===== src/rtl/cx_src_pkg.sv =====
package cx_src_pkg;

    typedef enum logic [1:0] {
        PIX_8  = 2'd0,
        PIX_16 = 2'd1,
        PIX_24 = 2'd2,
        PIX_32 = 2'd3
    } pix_fmt_e;

    localparam int unsigned HOST_W = 32;

    typedef struct packed {
        logic [7:0]        src;
        logic              mask;
        logic              take;
        logic              vld;
        logic [HOST_W-1:0] sh;
    } cx_state_t;

    // Residue modulo 3, one bit at a time from the top, kept to two bits.
    function automatic logic [1:0] mod3_32(input logic [31:0] v);
        logic [1:0] r;
        logic [2:0] t;
        r = 2'd0;
        for (int i = 31; i >= 0; i--) begin
            t = {r, v[i]};
            r = (t >= 3'd3) ? 2'(t - 3'd3) : t[1:0];
        end
        return r;
    endfunction

endpackage


===== src/rtl/cx_lane_sel.sv =====
module cx_lane_sel
    import cx_src_pkg::*;
#(
    parameter int unsigned ADDR_W = 16
) (
    input  logic [1:0]        fmt_i,
    input  logic [ADDR_W-1:0] addr_i,
    output logic [1:0]        lane_o,
    output logic              last_o
);
    logic [1:0] res3;

    always_comb begin
        res3 = mod3_32(32'(addr_i));
        unique case (pix_fmt_e'(fmt_i))
            PIX_8: begin
                lane_o = 2'd0;
                last_o = 1'b1;
            end
            PIX_16: begin
                lane_o = {1'b0, addr_i[0]};
                last_o = addr_i[0];
            end
            PIX_24: begin
                lane_o = res3;
                last_o = (res3 == 2'd2);
            end
            default: begin
                lane_o = addr_i[1:0];
                last_o = (addr_i[1:0] == 2'd3);
            end
        endcase
    end

endmodule


===== src/rtl/cx_mask_sel.sv =====
module cx_mask_sel
    import cx_src_pkg::*;
#(
    parameter int unsigned XCNT_W = 5
) (
    input  logic              clk,
    input  logic              rst_n,
    input  logic              chk_i,
    input  logic [1:0]        fmt_i,
    input  logic              host_src_i,
    input  logic              wide_i,
    input  logic              host_b7_i,
    input  logic              host_b31_i,
    input  logic [XCNT_W-1:0] x_cnt_i,
    input  logic [7:0]        pat_i,
    output logic              bit_o
);
    logic [XCNT_W-1:0] pix_idx;
    logic [2:0]        bit_sel;

    always_comb begin
        unique case (pix_fmt_e'(fmt_i))
            PIX_8:   pix_idx = x_cnt_i;
            PIX_16:  pix_idx = x_cnt_i >> 1;
            PIX_24:  pix_idx = x_cnt_i / XCNT_W'(3);
            default: pix_idx = x_cnt_i >> 2;
        endcase
        bit_sel = 3'd7 - pix_idx[2:0];
        if (host_src_i)
            bit_o = wide_i ? host_b31_i : host_b7_i;
        else
            bit_o = pat_i[bit_sel];
    end

    AST_PIXEL_INDEX_RANGE: assert property (@(posedge clk) disable iff (!rst_n)
        chk_i |-> (pix_idx < XCNT_W'(8)));

endmodule


===== src/rtl/cx_src_gen.sv =====
module cx_src_gen
    import cx_src_pkg::*;
#(
    parameter int unsigned ADDR_W = 16,
    parameter int unsigned XCNT_W = 5
) (
    input  logic              clk,
    input  logic              rst_n,
    input  logic              step_i,
    input  logic [1:0]        pix_fmt_i,
    input  logic              host_src_i,
    input  logic              wide_word_i,
    input  logic              solid_fill_i,
    input  logic [31:0]       fg_i,
    input  logic [31:0]       bg_i,
    input  logic [ADDR_W-1:0] dst_addr_i,
    input  logic [XCNT_W-1:0] x_cnt_i,
    input  logic [7:0]        pat_row_i,
    input  logic              host_load_i,
    input  logic [31:0]       host_word_i,
    output logic [7:0]        src_byte_o,
    output logic              mask_o,
    output logic              src_valid_o,
    output logic              host_take_o
);
    cx_state_t         st_d, st_q;
    logic [HOST_W-1:0] sh_eff;
    logic [1:0]        lane;
    logic              lane_last;
    logic              mbit;
    logic              use_fg;
    logic [31:0]       color;

    assign sh_eff = host_load_i ? host_word_i : st_q.sh;

    cx_lane_sel #(.ADDR_W(ADDR_W)) u_lane (
        .fmt_i  (pix_fmt_i),
        .addr_i (dst_addr_i),
        .lane_o (lane),
        .last_o (lane_last)
    );

    cx_mask_sel #(.XCNT_W(XCNT_W)) u_mask (
        .clk        (clk),
        .rst_n      (rst_n),
        .chk_i      (step_i && !host_src_i),
        .fmt_i      (pix_fmt_i),
        .host_src_i (host_src_i),
        .wide_i     (wide_word_i),
        .host_b7_i  (sh_eff[7]),
        .host_b31_i (sh_eff[31]),
        .x_cnt_i    (x_cnt_i),
        .pat_i      (pat_row_i),
        .bit_o      (mbit)
    );

    always_comb begin
        st_d      = st_q;
        st_d.vld  = 1'b0;
        st_d.take = 1'b0;
        st_d.sh   = sh_eff;
        use_fg    = mbit || (solid_fill_i && !host_src_i);
        color     = use_fg ? fg_i : bg_i;
        if (step_i) begin
            st_d.vld  = 1'b1;
            st_d.mask = mbit;
            st_d.src  = color[{lane, 3'b000} +: 8];
            if (host_src_i && lane_last) begin
                st_d.take = 1'b1;
                st_d.sh   = sh_eff << 1;
            end
        end
    end

    always_ff @(posedge clk or negedge rst_n) begin
        if (!rst_n) st_q <= '0;
        else        st_q <= st_d;
    end

    assign src_byte_o  = st_q.src;
    assign mask_o      = st_q.mask;
    assign src_valid_o = st_q.vld;
    assign host_take_o = st_q.take;

    AST_VALID_AFTER_STEP: assert property (@(posedge clk) disable iff (!rst_n)
        step_i |=> src_valid_o);
    AST_HOLD_WHEN_IDLE: assert property (@(posedge clk) disable iff (!rst_n)
        !step_i |=> (!src_valid_o && $stable(src_byte_o) && $stable(mask_o)));
    AST_NO_TAKE_PATTERN: assert property (@(posedge clk) disable iff (!rst_n)
        !host_src_i |=> !host_take_o);
    AST_NO_TAKE_MID_PIXEL: assert property (@(posedge clk) disable iff (!rst_n)
        (step_i && host_src_i && !lane_last) |=> !host_take_o);
    AST_SOLID_IS_FG: assert property (@(posedge clk) disable iff (!rst_n)
        (step_i && solid_fill_i && !host_src_i && pix_fmt_i == 2'd0)
            |=> (src_byte_o == $past(fg_i[7:0])));
    AST_TAKE_IMPLIES_VALID: assert property (@(posedge clk) disable iff (!rst_n)
        host_take_o |-> src_valid_o);

endmodule


===== config.mk =====
export PLATFORM = sky130hd
export DESIGN_NAME = cx_src_gen
export DESIGN_NICKNAME = d
export VERILOG_FILES = /design/src/rtl/cx_src_pkg.sv /design/src/rtl/cx_lane_sel.sv /design/src/rtl/cx_mask_sel.sv /design/src/rtl/cx_src_gen.sv
export SDC_FILE = /design/constraint.sdc
export NUM_CORES = 1
export LEC_CHECK = 0
export ABC_AREA = 1
export BUFFER_PORTS_ARGS = -buffer_cell sky130_fd_sc_hd__buf_2
export CAP_MARGIN = 20
export CORE_MARGIN = 2
export CORE_UTILIZATION = 45
export CTS_CLUSTER_SIZE = 25
export DETAILED_ROUTE_END_ITERATION = 8
export PLACE_DENSITY = 0.72
export SLEW_MARGIN = 20
export SYNTH_ARGS = -nofsm -noshare
export SYNTH_HDL_FRONTEND = slang
export SYNTH_HIERARCHICAL = 1
export SYNTH_SLANG_ARGS = --single-unit

===== constraint.sdc =====
create_clock -name clk -period 3.5 [get_ports clk]
set_input_delay 0.7 -clock clk [delete_from_list [all_inputs] [get_ports clk]]
set_output_delay 0.7 -clock clk [all_outputs]
set_load 0.02 [all_outputs]

# Word-level counts from Yosys, hierarchy flattened
# Cells that the tools add are included.
# classes
magnitude_cmp	16
add_sub_neg	16
eq_ne	4
shifts	1
muxes	27
n_div	1
n_reduce_logical	5
# op_table
cell	n
2-to-1 mux 32 bit	3
>= comparator 3 x 2 -> 1 bit (second input constant)	14
2-to-1 mux 34 bit	1
indexed part select 32 x 6 -> 8 bit	1
2-to-1 mux 2 bit	15
subtractor 2 bit (second input constant)	15
case mux 3 bit (3 select lines)	1
equality test 2 bit (second input constant)	3
case mux 2 bit (3 select lines)	1
divider 5 x 2 -> 5 bit (second input constant)	1
< comparator 3 x 4 -> 1 bit (second input constant)	1
2-to-1 mux 1 bit	4
binary-select mux 1 bit (select 3 bit)	1
case mux 1 bit (3 select lines)	1
subtractor 3 bit (first input constant)	1
equality test 2 x 1 -> 1 bit (second input constant)	1
>= comparator 2 bit (second input constant)	1
logical AND 1 bit	2
zero test 2 bit	1
zero test 1 bit	1
logical OR 1 bit	1
# totals
output_inout_bits	11
word_cells	75
ff_bits	43
input_bits	134

# Longest topological paths before layout
# logic_depth
ltp_word	35
mapped_depth	92
ltp_nobuf	91

# Cells and area by module
# The synthesis kept the hierarchy.
# by_module_without_submodules
mod	cells_each	instances	area_per_inst_um2
cx_src_gen	450	1	2831.5
cx_lane_sel	220	1	1223.7
cx_mask_sel	92	1	449.2

# Least setup slack after synthesis
# Ideal clock, no wire load.
# synth_path
path_type	in2reg
from	input port dst_addr_i[14]
to	register st_q (netlist bit src_byte_o[5])
setup_time_ps	117
path_slack_ps	-5452
arrival_ps	8834
path_stages	88
cell_sequence	inv_1 -> nor2_1 -> ha_1 -> nor2_4 -> nand2_1 -> nand2_1 -> nand2_1 -> ha_1 -> inv_1 -> nand2_1 -> nor2_2 -> nand2_1 -> nand2_2 -> inv_1 -> ha_1 -> inv_1 -> nand2_1 -> nand2_1 -> [52 not listed] -> nor2_4 -> nand2_1 -> nand2_1 -> nand2_1 -> inv_1 -> ha_1 -> inv_1 -> nand3_2 -> nand2_1 -> nand3_1 -> o21ai_1 -> buf_2 -> inv_1 -> buf_2 -> nand3_1 -> nand3_1 -> nand3_1 -> nand2_1
# synth_via
elab_chain_cells	32
word_cells_on_any_way	47
cone_classes	add/sub (15); order compare (15); shift (1); mux (16)
# synth_lines
item	line	text
from (decl)	cx_src_gen.sv:16	input logic [ADDR_W-1:0] dst_addr_i,
subtractor 2 bit / >= comparator 2 bit (equally long branches)	cx_src_pkg.sv:27	r = (t >= 3'd3) ? 2'(t - 3'd3) : t[1:0];
2-to-1 mux 2 bit *	cx_src_pkg.sv:27	
>= comparator 3 x 2 -> 1 bit / subtractor 2 bit (equally long branches)	cx_src_pkg.sv:27	
2-to-1 mux 2 bit *	cx_src_pkg.sv:27	
>= comparator 3 x 2 -> 1 bit / subtractor 2 bit (equally long branches)	cx_src_pkg.sv:27	
2-to-1 mux 2 bit *	cx_src_pkg.sv:27	
>= comparator 3 x 2 -> 1 bit / subtractor 2 bit (equally long branches)	cx_src_pkg.sv:27	
2-to-1 mux 2 bit *	cx_src_pkg.sv:27	
[17 not listed]	-	
2-to-1 mux 2 bit *	cx_src_pkg.sv:27	
>= comparator 3 x 2 -> 1 bit / subtractor 2 bit (equally long branches)	cx_src_pkg.sv:27	
2-to-1 mux 2 bit *	cx_src_pkg.sv:27	
>= comparator 3 x 2 -> 1 bit *	cx_src_pkg.sv:27	
2-to-1 mux 2 bit *	cx_src_pkg.sv:27	
case mux 2 bit (3 select lines) *	cx_lane_sel.sv:15	unique case (pix_fmt_e'(fmt_i))
net lane[0]	cx_src_gen.sv:28	logic [1:0] lane;
indexed part select 32 x 6 -> 8 bit *	cx_src_gen.sv:67	st_d.src = color[{lane, 3'b000} +: 8];
to (signal assigned)	cx_src_gen.sv:77	else st_q <= st_d;
to (decl)	cx_src_gen.sv:26	cx_state_t st_d, st_q;
# The timed path passes the listed nets; every way through them passes the cells marked *.
# A chain may end at the register's enable or synchronous reset.

==> results.env <==
OUTCOME='finished, violations left'
VIOLATED_CHECKS='negative setup slack'
INITIAL_ANTENNA_VIOLATION_COUNT=1
DETAIL_ROUTE.DRC_VIOLATIONS=0
FINCLKSKEW_PS=5.38
TIMING.FINAL.SETUP_VIOLATIONS=41
ROOT_BUFFER='sky130_fd_sc_hd__clkbuf_8'
REQUIRED_WORST_ENDPOINT_PS=3680
CLOCK.FMAX_GHz=0.123
POST_SYNTHESIS_CELL_AREA_SQ_MM=0.00450
MAXCAPVIOLATIONS=0
VIAS=5318
CTSLONGESTPATHBUFFERS=2
WORST-SLEW-PIN-TRANSITION_PS=944
N_DIODES=0
SYNTHTOLAYOUTAREAGROWTH_PCT=47.9
N_FILL_CELL=865
WIRELENGTH_MM=13.0
TOTAL_LEAKAGE_POWER_nW=3.86
POSTPLACECELLAREA_SQ_MM=0.00596
TIMING.SLEW.HEADROOM=0.370
REGAREA_SQ_MM=0.00108
DIE_AREA_SQ_MM=0.0108
WORST_SETUP_HOLD_PATH_CLK_SLEW_PS=80
CRIT_PATH_MAX_INCR_DELAY_PS=170
MULTIINPUTGATEAREA_SQ_MM=0.00318
CPMOSTUSEDCELL='sky130_fd_sc_hd__nand2_2'
NETS=1131
PORTBUFFERS=144
POST_ROUTE_CELLS_DRIVE_ABOVE_1_SHARE=0.427
WORST_IR_DROP_VDD_mV=0.411
POSTLAYOUTCELLAREA_SQ_MM=0.00666
FP-ROW-COUNT=36
ANT_NETS=0
DIEWIDTH_UM=104
CTS_MAX_LEVEL=2
FINAL-MAX-SLEW-VIOLATION-COUNT=0
START_KIND='input pin'
REPORT.POWER.TOTAL_mW=3.16
POST_DRT_WL_PER_CELL_UM=11.7
HOLD_CRIT_PATH_TYPE='flop to flop'
YOSYSWARNINGS=6
GR-USAGE-ALL-LAYERS=0.231
PLACEABLE_AREA_SQ_MM=0.00973
GLOBALPLACE.CONGESTION=0.853
POST_DRT_VIA_CELL_RATIO=4.77
CLKLATENCYLATEPIN_PS=290
WORSTSETUPENDPOINTTYPE='flop'
CRIT_FANOUT=6
DRT-PASS1-ITER-COUNT=4
COUNT_OF_CLOCK_TREE_SINKS=43
SYNTHCELLS=761
CRITICAL_PATH_CLASS='input pin to flop'
DETAILED_PLACE_HPWL_MM=9.51
DR.FIRST_ITER.DRC_COUNT=300
CTS_INSERTED_BUFFERS=5
DETAILEDPLACE.WORSTSLACK_PS=-5250
FIRST_GLOBAL_VIAS=5064
PIN_COUNT_OF_THE_BIGGEST_NET_ENTERING_GLOBAL_ROUTING=44
DIE_HEIGHT_UM=104
QUANTITY_OF_HOLD_FIXING_BUFFERS_ADDED_AFTER_CTS=0
CTS_TREE='built'
POWER_DENSITY_mW_PER_MM2=475
IOPINCOUNT=145
FINALHOLDVIOLATIONS=0
GR-TOTAL-OVERFLOW=0
WORST_EP_ARRIVAL_TIME_PS=8320
SLOWEST_STAGE='sky130_fd_sc_hd__ha_4'
SYNTHESIS.NETS=912
SYNTHESIS.AREA_PER_INSTANCE_SQ_UM=5.91
FINAL.SETUP.WORST_SLACK_PS=-4640
MINIMUM_CLOCK_PERIOD_PS=8140
RSZ0062_AT_GRT='yes'
START_UTIL=0.463
GRT_PASS1_WL_MM=21.4
LAYOUT_WORST_PATH_CYCLE_SHARE=2.33
==> critical path, delay by kind of cell <==
family / cells / cell delay (ps)
AOI/OAI and AO/OA: 6 / 520
and+or+nand+nor: 43 / 3470
adders and majority gates: 9 / 1440
buffers and inverters: 22 / 2150
==> where the power goes <==
group	total (mW)	switching, mW	leakage, nW	internal [mW]
Sequential	0.624	0.0351	0.527	0.589
Combinational	2.24	1.20	3.29	1.04
Clock	0.301	0.162	0.0412	0.139
==> through the flow <==
step / utilization / setup TNS (ps) / hold WS, ps / instances
3_5_place_dp: 0.612 / -210240 / 463 / 1076
4_1_cts: 0.663 / -181260 / 484 / 1104
2_1_floorplan: - / -190370 / 404 / 761
5_1_grt: 0.684 / -212220 / 513 / 1114
6_report: 0.684 / -186930 / 479 / 1114
3_3_place_gp: 0.612 / -198810 / 459 / 1076
==> metal layers <==
| layer | up-vias | global-route usage | part of all wire | wire [um] |
|---|---|---|---|---|
| met4 | 2 | 0.0695 | 0.019 | 244 |
| li1 | 2791 | - | - | - |
| met2 | 114 | 0.407 | 0.50 | 6500 |
| met3 | 24 | 0.0351 | 0.038 | 496 |
| met1 | 2387 | 0.290 | 0.44 | 5750 |
| met5 | - | 0 | 0.0011 | 14 |
==> repair_timing <==
item                                    CTS  global route
endpoints found under the setup margin   41            41
hold endpoints to repair                  0             0
resized for setup                        66            34
pin swaps                                54            30
buffers inserted                         20             9
gates cloned                              0             1
==> cell usage in the layout, fill, tap and decap left out, types with 2 or more instances in the layout <==
cell / n
sky130_fd_sc_hd__nor2_4: 5
sky130_fd_sc_hd__inv_1: 114
sky130_fd_sc_hd__a21oi_4: 3
sky130_fd_sc_hd__buf_4: 92
sky130_fd_sc_hd__clkbuf_8: 5
sky130_fd_sc_hd__inv_2: 16
sky130_fd_sc_hd__nand4_1: 12
sky130_fd_sc_hd__inv_4: 7
sky130_fd_sc_hd__nand2_4: 5
sky130_fd_sc_hd__dfrtp_1: 43
sky130_fd_sc_hd__mux2i_1: 3
sky130_fd_sc_hd__nand3_2: 30
sky130_fd_sc_hd__a21oi_1: 4
sky130_fd_sc_hd__ha_4: 15
sky130_fd_sc_hd__nor2_2: 3
sky130_fd_sc_hd__buf_12: 2
sky130_fd_sc_hd__buf_2: 143
sky130_fd_sc_hd__ha_1: 2
sky130_fd_sc_hd__nand3b_1: 3
sky130_fd_sc_hd__nand3_4: 3
sky130_fd_sc_hd__o21ai_1: 30
sky130_fd_sc_hd__buf_6: 11
sky130_fd_sc_hd__o21ai_2: 6
sky130_fd_sc_hd__nand2_1: 244
sky130_fd_sc_hd__nor2_1: 4
sky130_fd_sc_hd__nand3_1: 90
sky130_fd_sc_hd__o21ai_0: 9
sky130_fd_sc_hd__nand2_2: 64
==> path summary, 6_finish.rpt <==
check | start | end | slack, ps | cells after the start
worst min-delay path | src_byte_o[2] | src_byte_o[2] | 480 | 2
worst max register to register | st_q[31] | src_byte_o[0] | 1800 | 15
worst min register to register | src_byte_o[2] | src_byte_o[2] | 480 | 2
max in group asynchronous | rst_n | st_q[28] | 2360 | 1
min in group asynchronous | rst_n | mask_o | 550 | 1
worst max-delay path | dst_addr_i[14] | st_q[18] | -4640 | 80
==> flip-flops by register name, summed over array words and instances, names as in the netlist <==
| signal | count |
|---|---|
| src_valid_o | 1 |
| mask_o | 1 |
| st_q | 32 |
| src_byte_o | 8 |
| host_take_o | 1 |
==> cell type report <==
class                           count  area share
Multi-Input combinational cell    541       0.477
Timing Repair Buffer              249       0.238
Sequential cell                    43       0.162
Inverter                          140      0.0853
Tap cell                          133      0.0250
Clock buffer                        6      0.0109
Clock inverter                      2     0.00188
(Power assumes the default switching activity.)
